### config.mk
export PLATFORM = sky130hd
export DESIGN_NAME = prog_entry_seq
export DESIGN_NICKNAME = d
export VERILOG_FILES = /design/src/rtl/pes_pkg.sv /design/src/rtl/pes_interval.sv /design/src/rtl/pes_serializer.sv /design/src/rtl/prog_entry_seq.sv
export SDC_FILE = /design/constraint.sdc
export NUM_CORES = 1
export LEC_CHECK = 0
export ABC_AREA = 0
export BUFFER_PORTS_ARGS = -buffer_cell sky130_fd_sc_hd__buf_4
export CORE_ASPECT_RATIO = 0.5
export CORE_MARGIN = 2
export CORE_UTILIZATION = 30
export DETAILED_ROUTE_END_ITERATION = 6
export GPL_TIMING_DRIVEN = 0
export HOLD_SLACK_MARGIN = 0.15
export PLACE_DENSITY_LB_ADDON = 0.15
export SYNTH_ARGS = -nofsm -noshare
export SYNTH_HDL_FRONTEND = slang
export SYNTH_SLANG_ARGS = --single-unit
### constraint.sdc
create_clock -name clk -period 2.8 [get_ports clk]
set_clock_uncertainty 0.2 [all_clocks]
set_input_delay 0.42 -clock clk [delete_from_list [all_inputs] [get_ports clk]]
set_output_delay 0.42 -clock clk [all_outputs]
set_load 0.01 [all_outputs]
### src/rtl/pes_pkg.sv
package pes_pkg;

    typedef enum logic [2:0] {
        ST_IDLE,
        ST_PULSE,
        ST_GUARD,
        ST_SHIFT,
        ST_RAISE,
        ST_SETTLE,
        ST_READY
    } pes_state_e;

    localparam logic [31:0] PES_ENTRY_KEY = 32'h4D434851;

    function automatic int unsigned pes_max(input int unsigned a, input int unsigned b);
        return (a > b) ? a : b;
    endfunction

endpackage

### src/rtl/pes_interval.sv
// Shared down-counter: loaded on entry to a timed state, done when it reaches zero.
module pes_interval #(
    parameter int unsigned CNT_W = 4
) (
    input  logic             clk,
    input  logic             rst_n,
    input  logic             load_i,
    input  logic [CNT_W-1:0] load_val_i,
    output logic             done_o
);

    logic [CNT_W-1:0] cnt_q;

    always_ff @(posedge clk or negedge rst_n) begin
        if (!rst_n) begin
            cnt_q <= '0;
        end else if (load_i) begin
            cnt_q <= load_val_i;
        end else if (cnt_q != '0) begin
            cnt_q <= cnt_q - 1'b1;
        end
    end

    assign done_o = (cnt_q == '0);

endmodule

### src/rtl/pes_serializer.sv
// Shifts KEY out MSB first; each bit spends HALF_CYC cycles with the clock low, then HALF_CYC high.
module pes_serializer #(
    parameter int unsigned      KEY_W    = 32,
    parameter logic [KEY_W-1:0] KEY      = '0,
    parameter int unsigned      HALF_CYC = 2
) (
    input  logic clk,
    input  logic rst_n,
    input  logic go_i,
    output logic sclk_o,
    output logic sdat_o,
    output logic last_o
);

    localparam int unsigned HW = (HALF_CYC > 1) ? $clog2(HALF_CYC) : 1;
    localparam int unsigned BW = (KEY_W > 1) ? $clog2(KEY_W) : 1;

    logic             active_q;
    logic             phase_q;   // 0: clock low, 1: clock high
    logic [HW-1:0]    half_q;
    logic [BW-1:0]    bits_q;
    logic [KEY_W-1:0] shreg_q;
    logic             half_end;

    assign half_end = (half_q == '0);

    always_ff @(posedge clk or negedge rst_n) begin
        if (!rst_n) begin
            active_q <= 1'b0;
            phase_q  <= 1'b0;
            half_q   <= '0;
            bits_q   <= '0;
            shreg_q  <= '0;
        end else if (go_i) begin
            active_q <= 1'b1;
            phase_q  <= 1'b0;
            half_q   <= HW'(HALF_CYC - 1);
            bits_q   <= BW'(KEY_W - 1);
            shreg_q  <= KEY;
        end else if (active_q) begin
            if (!half_end) begin
                half_q <= half_q - 1'b1;
            end else begin
                half_q <= HW'(HALF_CYC - 1);
                if (!phase_q) begin
                    phase_q <= 1'b1;
                end else begin
                    phase_q <= 1'b0;
                    if (bits_q == '0) begin
                        active_q <= 1'b0;
                    end else begin
                        bits_q  <= bits_q - 1'b1;
                        shreg_q <= {shreg_q[KEY_W-2:0], 1'b0};
                    end
                end
            end
        end
    end

    assign sclk_o = active_q & phase_q;
    assign sdat_o = active_q & shreg_q[KEY_W-1];
    assign last_o = active_q & phase_q & half_end & (bits_q == '0);

endmodule

### src/rtl/prog_entry_seq.sv
module prog_entry_seq
    import pes_pkg::*;
#(
    parameter int unsigned      KEY_W        = 32,
    parameter logic [KEY_W-1:0] KEY          = PES_ENTRY_KEY,
    parameter int unsigned      PULSE_CYC    = 8,
    parameter int unsigned      GUARD_CYC    = 20,
    parameter int unsigned      HALF_CYC     = 10,
    parameter int unsigned      RAISE_CYC    = 4,
    parameter int unsigned      SETTLE_A_CYC = 500,
    parameter int unsigned      SETTLE_B_CYC = 5000
) (
    input  logic clk,
    input  logic rst_n,
    input  logic start_i,
    input  logic exit_i,
    output logic rst_line_o,
    output logic sclk_o,
    output logic sdat_o,
    output logic busy_o,
    output logic ready_o
);

    localparam int unsigned SETTLE_CYC = SETTLE_A_CYC + SETTLE_B_CYC;
    localparam int unsigned MAX_CYC    = pes_max(pes_max(PULSE_CYC, GUARD_CYC),
                                                 pes_max(RAISE_CYC, SETTLE_CYC));
    localparam int unsigned CNT_W      = $clog2(MAX_CYC + 1);

    pes_state_e       state_q, state_d;
    logic             tmr_load;
    logic [CNT_W-1:0] tmr_val;
    logic             tmr_done;
    logic             ser_go;
    logic             ser_last;
    logic             ser_sclk;
    logic             ser_sdat;

    pes_interval #(
        .CNT_W (CNT_W)
    ) u_interval (
        .clk        (clk),
        .rst_n      (rst_n),
        .load_i     (tmr_load),
        .load_val_i (tmr_val),
        .done_o     (tmr_done)
    );

    pes_serializer #(
        .KEY_W    (KEY_W),
        .KEY      (KEY),
        .HALF_CYC (HALF_CYC)
    ) u_serializer (
        .clk    (clk),
        .rst_n  (rst_n),
        .go_i   (ser_go),
        .sclk_o (ser_sclk),
        .sdat_o (ser_sdat),
        .last_o (ser_last)
    );

    // State register
    always_ff @(posedge clk or negedge rst_n) begin
        if (!rst_n) begin
            state_q <= ST_IDLE;
        end else begin
            state_q <= state_d;
        end
    end

    // Transitions and interval loads
    always_comb begin
        state_d  = state_q;
        tmr_load = 1'b0;
        tmr_val  = '0;
        ser_go   = 1'b0;
        unique case (state_q)
            ST_IDLE: begin
                if (start_i) begin
                    state_d  = ST_PULSE;
                    tmr_load = 1'b1;
                    tmr_val  = CNT_W'(PULSE_CYC - 1);
                end
            end
            ST_PULSE: begin
                if (tmr_done) begin
                    state_d  = ST_GUARD;
                    tmr_load = 1'b1;
                    tmr_val  = CNT_W'(GUARD_CYC - 1);
                end
            end
            ST_GUARD: begin
                if (tmr_done) begin
                    state_d = ST_SHIFT;
                    ser_go  = 1'b1;
                end
            end
            ST_SHIFT: begin
                if (ser_last) begin
                    state_d  = ST_RAISE;
                    tmr_load = 1'b1;
                    tmr_val  = CNT_W'(RAISE_CYC - 1);
                end
            end
            ST_RAISE: begin
                if (tmr_done) begin
                    state_d  = ST_SETTLE;
                    tmr_load = 1'b1;
                    tmr_val  = CNT_W'(SETTLE_CYC - 1);
                end
            end
            ST_SETTLE: begin
                if (tmr_done) begin
                    state_d = ST_READY;
                end
            end
            ST_READY: begin
                if (exit_i) begin
                    state_d = ST_IDLE;
                end
            end
            default: state_d = ST_IDLE;
        endcase
    end

    // Outputs
    always_comb begin
        rst_line_o = 1'b0;
        busy_o     = 1'b0;
        ready_o    = 1'b0;
        sclk_o     = 1'b0;
        sdat_o     = 1'b0;
        unique case (state_q)
            ST_IDLE:   ;
            ST_PULSE:  begin rst_line_o = 1'b1; busy_o = 1'b1; end
            ST_GUARD:  busy_o = 1'b1;
            ST_SHIFT:  begin busy_o = 1'b1; sclk_o = ser_sclk; sdat_o = ser_sdat; end
            ST_RAISE:  busy_o = 1'b1;
            ST_SETTLE: begin rst_line_o = 1'b1; busy_o = 1'b1; end
            ST_READY:  begin rst_line_o = 1'b1; ready_o = 1'b1; end
            default:   ;
        endcase
    end

endmodule

==> run_summary.xml, run 1 <==
<?xml version="1.0" encoding="UTF-8"?>
<metrics>
  <group name="yosys">
    <metric name="ys_dominant_reg_cell" unit="">sky130_fd_sc_hd__dfrtp_1</metric>
    <metric name="ys.warnings.count" unit="">0</metric>
    <metric name="mappedNetlistArea" unit="mm^2">0.00297</metric>
    <metric name="syn-mean-instance-area" unit="um^2">9.42</metric>
    <metric name="synth-edff-count" unit="">0</metric>
    <metric name="post_synth_inst_count" unit="">315</metric>
    <metric name="ys_seq_elements" unit="">59</metric>
    <metric name="synthesis.nets" unit="">323</metric>
    <metric name="synth.yosys.seq_area_share" unit="">0.498</metric>
    <metric name="netlist-cell-type-count" unit="">57</metric>
    <metric name="synth_async_reset_ratio" unit="">1.00</metric>
  </group>
  <group name="status">
    <metric name="run_status" unit="">finished, final reports clean</metric>
  </group>
  <group name="clock_tree">
    <metric name="clk_path_buf_depth" unit="">2</metric>
    <metric name="clkSinkCount" unit="">59</metric>
    <metric name="cts_max_level" unit="">3</metric>
    <metric name="clkLatencyLatePin" unit="ns">0.33</metric>
    <metric name="cts-root-buf" unit="">sky130_fd_sc_hd__clkbuf_16</metric>
    <metric name="post-cts-setup-buffer-count" unit="">0</metric>
    <metric name="clk_pin_slew" unit="ns">0.05</metric>
    <metric name="cts_tree" unit="">built</metric>
    <metric name="cts_made_buffers" unit="">9</metric>
  </group>
  <group name="layout">
    <metric name="n_fill_cell" unit="">970</metric>
    <metric name="antenna-diode-count" unit="">0</metric>
    <metric name="layout.nets" unit="">343</metric>
    <metric name="drive_gt1_frac" unit="">0.176</metric>
    <metric name="most_common_cell_after_layout_fill_and_taps_aside" unit="">sky130_fd_sc_hd__nand2_1</metric>
    <metric name="post_layout_inst_area" unit="mm^2">0.00349</metric>
    <metric name="area_delta_synth_final" unit="%">17.5</metric>
    <metric name="most-common-layout-cells" unit="">83 x sky130_fd_sc_hd__nand2_1, 59 x sky130_fd_sc_hd__dfrtp_1, 20 x sky130_fd_sc_hd__a21oi_1, 15 x sky130_fd_sc_hd__nor2_1, 13 x sky130_fd_sc_hd__nand3_1</metric>
  </group>
  <group name="timing">
    <metric name="finalSetupTns" unit="ns">0</metric>
    <metric name="worstMarginPinSlew" unit="ns">0.772</metric>
    <metric name="fin_crit_sh" unit="">0.875</metric>
    <metric name="maxClockFrequency" unit="GHz">0.408</metric>
    <metric name="layout_min_cycle_time" unit="ns">2.45</metric>
    <metric name="finalSetupViolCount" unit="">0</metric>
    <metric name="final_hold_viol_count" unit="">0</metric>
    <metric name="slew_violations" unit="">0</metric>
    <metric name="slew_headroom" unit="">0.485</metric>
    <metric name="rsz_0062_raised_after_global_routing" unit="">no</metric>
  </group>
  <group name="place">
    <metric name="post_detailed_placement_half_perimeter_wirelength" unit="um">4360</metric>
    <metric name="finalWeightedCongestion" unit="">0.760</metric>
    <metric name="place_area" unit="mm^2">0.00320</metric>
    <metric name="port_buffers" unit="">8</metric>
  </group>
  <group name="floorplanning">
    <metric name="fp.dieW" unit="um">145</metric>
    <metric name="num_io_pins" unit="">9</metric>
    <metric name="fp.coreArea" unit="mm^2">0.00954</metric>
    <metric name="row_count" unit="">25</metric>
    <metric name="initial_utilization" unit="">0.311</metric>
    <metric name="fp.dieH" unit="um">74.3</metric>
    <metric name="dieArea" unit="mm^2">0.0107</metric>
  </group>
  <group name="critical_path">
    <metric name="setup.reg_to_reg.worst_slack" unit="ns">0.35</metric>
    <metric name="critical_path.max_fanout" unit="">10</metric>
    <metric name="worst-r2r-cell-count" unit="">8</metric>
    <metric name="worst_setup_path_startpoint" unit="">u_interval.cnt_q[0]</metric>
    <metric name="r2r-end" unit="">u_serializer.shreg_q[11]</metric>
    <metric name="worstSetupStartpointType" unit="">register</metric>
    <metric name="crit_required" unit="ns">2.87</metric>
    <metric name="worst-setup-path-type" unit="">register to register</metric>
    <metric name="endpoint_kind" unit="">register</metric>
    <metric name="reg2reg_from" unit="">u_interval.cnt_q[0]</metric>
    <metric name="crit_end" unit="">u_serializer.shreg_q[11]</metric>
    <metric name="worstPathArrival" unit="ns">2.52</metric>
  </group>
  <group name="route">
    <metric name="dr_total_vias" unit="">2289</metric>
    <metric name="drt_wl_total" unit="um">6750</metric>
    <metric name="detailedRoute.firstIterationViolations" unit="">97</metric>
    <metric name="drc_errors" unit="">0</metric>
    <metric name="antenna_violating_nets_post_route" unit="">0</metric>
    <metric name="drt_pre_antenna_iters" unit="">4</metric>
    <metric name="drt-wirelength-per-cell" unit="um">14.2</metric>
    <metric name="viasPerCell" unit="">4.82</metric>
  </group>
  <group name="global_route">
    <metric name="grt_first_pass_wirelength" unit="um">11500</metric>
    <metric name="gr-usage-met3" unit="">0.0444</metric>
    <metric name="globalRoute.busiestLayer" unit="">met2</metric>
    <metric name="use_met2" unit="">0.210</metric>
    <metric name="grtUsageTotal" unit="">0.142</metric>
    <metric name="grt_max_degree" unit="">60</metric>
    <metric name="grt_overflow" unit="">0</metric>
    <metric name="antenna_found_initial" unit="">0</metric>
    <metric name="grtUsageMet1" unit="">0.192</metric>
    <metric name="first_global_vias" unit="">2250</metric>
  </group>
  <group name="flow_run">
    <metric name="cap_viol_max_count" unit="">0</metric>
  </group>
  <group name="worst_hold_path">
    <metric name="hold_path.class" unit="">register to register</metric>
  </group>
  <group name="pwr">
    <metric name="static-leakage-power" unit="nW">1.56</metric>
    <metric name="power_per_cell_area" unit="mW/mm^2">648</metric>
    <metric name="power.ir.vdd_worst" unit="V">0.000262</metric>
  </group>
</metrics>
-- power breakdown --
group | internal (W) | leakage [nW] | switching, W
Combinational | 0.000103 | 0.653 | 0.000114
Clock | 0.000619 | 0.130 | 0.000397
Sequential | 0.000924 | 0.781 | 0.000102
Total | 0.00165 | 1.56 | 0.000612
-- repair_timing --
item,4_1_cts,5_1_grt
hold buffers,1,0
endpoints found under the hold margin,59,0
resized for setup,0,0
-- metrics by stage --
step / utilization / std cells / setup slack [ns] / hold WS, ns / total power, W
floorplan: - / 315 / 0.727 / -0.0756 / 0.00119
global placement: 0.335 / 458 / 0.346 / 0.273 / 0.00125
detailed placement: 0.335 / 458 / 0.320 / 0.279 / 0.00126
CTS: 0.365 / 475 / 0.310 / 0.291 / 0.00229
global route: 0.365 / 475 / 0.150 / 0.328 / 0.00238
finish: 0.365 / 475 / 0.350 / 0.288 / 0.00226
-- layout make-up --
type,instances,area [um^2],share of cell area
flip-flops and latches,59,1480,0.424
clock inverters,6,41.3,0.0118
well taps,135,169,0.0485
inverters,8,30.0,0.00861
repair buffers,9,70.1,0.0201
clock buffers,10,239,0.0686
plain buffers,18,104,0.0298
multi-input cells,230,1360,0.389
-- critical path, cell delays in order (launching register included) --
cell	delay, ns
sky130_fd_sc_hd__dfrtp_1	0.42
sky130_fd_sc_hd__inv_1	0.08
sky130_fd_sc_hd__ha_1	0.22
sky130_fd_sc_hd__nor3b_4	0.42
sky130_fd_sc_hd__and4_1	0.25
sky130_fd_sc_hd__buf_4	0.13
sky130_fd_sc_hd__nand3_2	0.24
sky130_fd_sc_hd__buf_2	0.32
sky130_fd_sc_hd__nand3_1	0.10
-- sequential cells by signal (all words and copies together) (netlist names) --
register	flops
u_serializer.half_q	4
u_serializer.phase_q	1
u_serializer.shreg_q	32
u_serializer.bits_q	5
u_interval.cnt_q	13
u_serializer.active_q	1
state_q	3
-- worst min path at each step --
stage                             startpoint                        to  depth (start not counted)
floorplan                              rst_n                state_q[0]                          0
global placement     u_serializer.shreg_q[0]   u_serializer.shreg_q[0]                          2
detailed placement   u_serializer.shreg_q[0]   u_serializer.shreg_q[0]                          2
CTS                  u_serializer.shreg_q[0]   u_serializer.shreg_q[0]                          2
global route        u_serializer.shreg_q[26]  u_serializer.shreg_q[27]                          2
finish               u_serializer.shreg_q[0]   u_serializer.shreg_q[0]                          2
-- metal layers --
metal | vias up | part of all wire
met3 | 11 | 0.027
met5 | - | 0
met1 | 1123 | 0.50
met4 | 0 | 0.018
met2 | 25 | 0.45
li1 | 1130 | -
-- kinds of logic after synthesis --
| kind of cell | synth area share |
|---|---|
| AO/OA/AOI/OAI | 0.132 |
| XOR/XNOR | 0.0207 |
| adder cells (fa/ha/maj) | 0.0207 |
| buffers and inverters | 0.0451 |
| flip-flops | 0.498 |
| multiplexers | 0.00675 |
| AND/OR/NAND/NOR | 0.277 |
-- cells in the mapped netlist (all sizes together) (3+ instances only) --
master	count	area, um^2
o21ai	6	30.0
nand3	15	85.1
o31ai	3	27.5
xnor2	3	26.3
xor2	4	35.0
dfrtp	59	1480
nand2	83	312
nand2b	3	18.8
a21oi	30	188
nor2b	3	18.8
nor3	8	61.3
buf	12	81.3
nand4	5	37.5
nor2	15	56.3
ha	4	50.1
clkbuf	6	22.5
a21o	5	37.5
or3	5	31.3
inv	8	30.0
nand3b	3	22.5
(Power assumes the default switching activity.)
==> run 2, diff against run 1 <==
--- a/config.mk
+++ b/config.mk
@@ -7,13 +7,14 @@
 export LEC_CHECK = 0
 export ABC_AREA = 0
 export BUFFER_PORTS_ARGS = -buffer_cell sky130_fd_sc_hd__buf_4
-export CORE_ASPECT_RATIO = 0.5
+export CORE_ASPECT_RATIO = 2
 export CORE_MARGIN = 2
 export CORE_UTILIZATION = 30
 export DETAILED_ROUTE_END_ITERATION = 6
 export GPL_TIMING_DRIVEN = 0
 export HOLD_SLACK_MARGIN = 0.15
 export PLACE_DENSITY_LB_ADDON = 0.15
+export RECOVER_POWER = 100
 export SYNTH_ARGS = -nofsm -noshare
 export SYNTH_HDL_FRONTEND = slang
 export SYNTH_SLANG_ARGS = --single-unit
==> run 2 against run 1 <==
Effect of this change: the run now ends with capacitance limit left; wire length up 1.9%; design area decreased by 0.65%; clock power is 9% higher; core utilization is 0.83 points lower; worst setup slack got worse by 0.12 ns; worst hold slack worse by 0.0085 ns; total power rose by 4.2%; via count shrank 1.3%; highest routed layer unchanged; register-to-register slack lost 0.12 ns; sequential share of layout area is 0.28 points higher.
==> run_summary.xml, run 2 (synthesis gave the netlist of run 1 again) <==
<?xml version="1.0" encoding="UTF-8"?>
<metrics>
  <group name="status">
    <metric name="run_status" unit="">finished with violations</metric>
    <metric name="failed_checks" unit="">capacitance limit</metric>
  </group>
  <group name="route">
    <metric name="dr_total_vias" unit="">2259</metric>
    <metric name="viasPerCell" unit="">4.79</metric>
    <metric name="drt_pre_antenna_iters" unit="">4</metric>
    <metric name="antenna_violating_nets_post_route" unit="">0</metric>
    <metric name="drt-wirelength-per-cell" unit="um">14.6</metric>
    <metric name="detailedRoute.firstIterationViolations" unit="">103</metric>
    <metric name="drt_wl_total" unit="um">6880</metric>
    <metric name="drc_errors" unit="">0</metric>
  </group>
  <group name="timing">
    <metric name="slew_headroom" unit="">0.00324</metric>
    <metric name="final_hold_viol_count" unit="">0</metric>
    <metric name="layout_min_cycle_time" unit="ns">2.57</metric>
    <metric name="rsz_0062_raised_after_global_routing" unit="">no</metric>
    <metric name="worstMarginPinSlew" unit="ns">1.50</metric>
    <metric name="finalSetupViolCount" unit="">0</metric>
    <metric name="finalSetupTns" unit="ns">0</metric>
    <metric name="maxClockFrequency" unit="GHz">0.389</metric>
    <metric name="slew_violations" unit="">0</metric>
    <metric name="fin_crit_sh" unit="">0.918</metric>
  </group>
  <group name="layout">
    <metric name="largest-register" unit="">u_serializer.shreg_q</metric>
    <metric name="final_cell_utilization_of_the_core" unit="">0.357</metric>
    <metric name="largest_register_ff_count" unit="">32</metric>
    <metric name="layout.nets" unit="">343</metric>
    <metric name="largest_registers" unit="">u_serializer.shreg_q (32), u_interval.cnt_q (13), u_serializer.bits_q (5)</metric>
    <metric name="most_common_cell_after_layout_fill_and_taps_aside" unit="">sky130_fd_sc_hd__nand2_1</metric>
    <metric name="area_delta_synth_final" unit="%">16.7</metric>
    <metric name="antenna-diode-count" unit="">0</metric>
    <metric name="drive_gt1_frac" unit="">0.144</metric>
    <metric name="most-common-layout-cells" unit="">83 x sky130_fd_sc_hd__nand2_1, 59 x sky130_fd_sc_hd__dfrtp_1, 25 x sky130_fd_sc_hd__a21oi_1, 15 x sky130_fd_sc_hd__nor2_1, 13 x sky130_fd_sc_hd__nand3_1</metric>
  </group>
  <group name="critical_path">
    <metric name="worstSetupStartpointType" unit="">register</metric>
    <metric name="endpoint_kind" unit="">register</metric>
    <metric name="r2r-end" unit="">u_serializer.shreg_q[19]</metric>
    <metric name="reg2reg_from" unit="">u_interval.cnt_q[0]</metric>
    <metric name="worst-setup-path-type" unit="">register to register</metric>
    <metric name="worst-r2r-cell-count" unit="">9</metric>
    <metric name="crit_required" unit="ns">2.79</metric>
    <metric name="worstPathArrival" unit="ns">2.57</metric>
    <metric name="setup.reg_to_reg.worst_slack" unit="ns">0.23</metric>
    <metric name="critical_path.max_fanout" unit="">10</metric>
  </group>
  <group name="floorplanning">
    <metric name="initial_utilization" unit="">0.306</metric>
    <metric name="fp.dieW" unit="um">74.3</metric>
    <metric name="fp.dieH" unit="um">145</metric>
    <metric name="fp.coreArea" unit="mm^2">0.00970</metric>
    <metric name="row_count" unit="">51</metric>
    <metric name="dieArea" unit="mm^2">0.0107</metric>
    <metric name="num_io_pins" unit="">9</metric>
  </group>
  <group name="place">
    <metric name="finalWeightedCongestion" unit="">0.787</metric>
    <metric name="port_buffers" unit="">8</metric>
    <metric name="post_detailed_placement_half_perimeter_wirelength" unit="um">4770</metric>
  </group>
  <group name="global_route">
    <metric name="antenna_found_initial" unit="">0</metric>
    <metric name="grt_overflow" unit="">0</metric>
    <metric name="grtUsageTotal" unit="">0.146</metric>
    <metric name="first_global_vias" unit="">2339</metric>
    <metric name="grt_max_degree" unit="">60</metric>
    <metric name="grt_first_pass_wirelength" unit="um">11600</metric>
  </group>
  <group name="clock_tree">
    <metric name="cts-root-buf" unit="">sky130_fd_sc_hd__clkbuf_16</metric>
    <metric name="cts_max_level" unit="">3</metric>
    <metric name="cts_tree" unit="">built</metric>
    <metric name="post_cts_resize_count" unit="">0</metric>
    <metric name="clkLatencyLatePin" unit="ns">0.33</metric>
    <metric name="cts_made_buffers" unit="">9</metric>
    <metric name="clk_pin_slew" unit="ns">0.06</metric>
    <metric name="clkSinkCount" unit="">59</metric>
    <metric name="clk_path_buf_depth" unit="">2</metric>
  </group>
  <group name="flow_run">
    <metric name="cap_viol_max_count" unit="">1</metric>
  </group>
  <group name="pwr">
    <metric name="power_per_cell_area" unit="mW/mm^2">679</metric>
    <metric name="power.ir.vdd_worst" unit="V">0.000309</metric>
    <metric name="totalPowerFinal" unit="W">0.00235</metric>
    <metric name="static-leakage-power" unit="nW">1.54</metric>
  </group>
  <group name="worst_hold_path">
    <metric name="timing.hold.worst_path_depth" unit="">2</metric>
    <metric name="whs_endpoint" unit="">u_serializer.shreg_q[0]</metric>
    <metric name="hp-start" unit="">u_serializer.shreg_q[0]</metric>
    <metric name="hold_path.class" unit="">register to register</metric>
  </group>
</metrics>
run 2: changes by cell type in the layout (fill, tap and decap cells not counted), sizes merged:
cell,delta
buf,-9
clkbuf,+9
clkinv,-2
bufinv,+1
clkinvlp,+1
run 2: repair_timing:
action | CTS | global route
endpoints found under the setup margin | 0 | 0
buffers inserted | 0 | 0
hold endpoints to repair | 59 | 0
hold buffers | 1 | 0
run 2: routing by layer:
layer | global-route usage | vias to the layer above | part of all wire
li1 | - | 1126 | -
met1 | 0.152 | 1095 | 0.41
met2 | 0.263 | 25 | 0.54
met3 | 0.0348 | 13 | 0.025
met4 | 0.0724 | 0 | 0.022
met5 | 0 | - | 0
run 2: critical path: stages, from the launching register on:
cell,delay [ns]
sky130_fd_sc_hd__dfrtp_1,0.42
sky130_fd_sc_hd__inv_1,0.08
sky130_fd_sc_hd__ha_1,0.23
sky130_fd_sc_hd__nor3b_4,0.44
sky130_fd_sc_hd__and4_1,0.26
sky130_fd_sc_hd__buf_4,0.14
sky130_fd_sc_hd__and3_1,0.15
sky130_fd_sc_hd__buf_4,0.16
sky130_fd_sc_hd__clkbuf_2,0.28
sky130_fd_sc_hd__a21oi_1,0.07
run 2: cell type report:
cell class	count	area (um^2)
Fill cell	1040	6240
Sequential cell	59	1480
Multi-Input combinational cell	230	1340
Clock buffer	10	239
Tap cell	132	165
Buffer	18	93.8
Clock inverter	6	65.1
Timing Repair Buffer	9	56.3
Inverter	8	30.0
run 2: metrics by stage:
| step | instance area (um^2) | std cells | setup slack, ns | hold slack (ns) |
|---|---|---|---|---|
| after floorplan | 2970 | 315 | 0.727 | -0.0756 |
| after global placement | 3190 | 455 | 0.298 | 0.264 |
| after detailed placement | 3190 | 455 | 0.272 | 0.264 |
| after CTS | 3510 | 472 | 0.264 | 0.281 |
| after global routing | 3460 | 472 | 0.0609 | 0.286 |
| final | 3460 | 472 | 0.228 | 0.280 |
run 2: worst max path at each step:
| stage | startpoint | endpoint | slack, ns | depth (start not counted) |
|---|---|---|---|---|
| after CTS | u_interval.cnt_q[0] | u_serializer.shreg_q[11] | 0.26 | 8 |
| after floorplan | u_interval.cnt_q[0] | u_serializer.shreg_q[8] | 0.73 | 9 |
| after detailed placement | u_interval.cnt_q[0] | u_serializer.shreg_q[16] | 0.27 | 8 |
| after global routing | u_serializer.half_q[0] | u_interval.cnt_q[3] | 0.06 | 7 |
| final | u_interval.cnt_q[0] | u_serializer.shreg_q[19] | 0.23 | 9 |
| after global placement | u_interval.cnt_q[0] | u_serializer.shreg_q[11] | 0.30 | 8 |
run 2: report_power, final:
| part | leakage [nW] | internal, W | total [W] | switching [W] |
|---|---|---|---|---|
| registers | 0.781 | 0.000924 | 0.00103 | 0.000105 |
| clock network | 0.137 | 0.000710 | 0.00111 | 0.000396 |
| logic | 0.626 | 0.000103 | 0.000217 | 0.000115 |
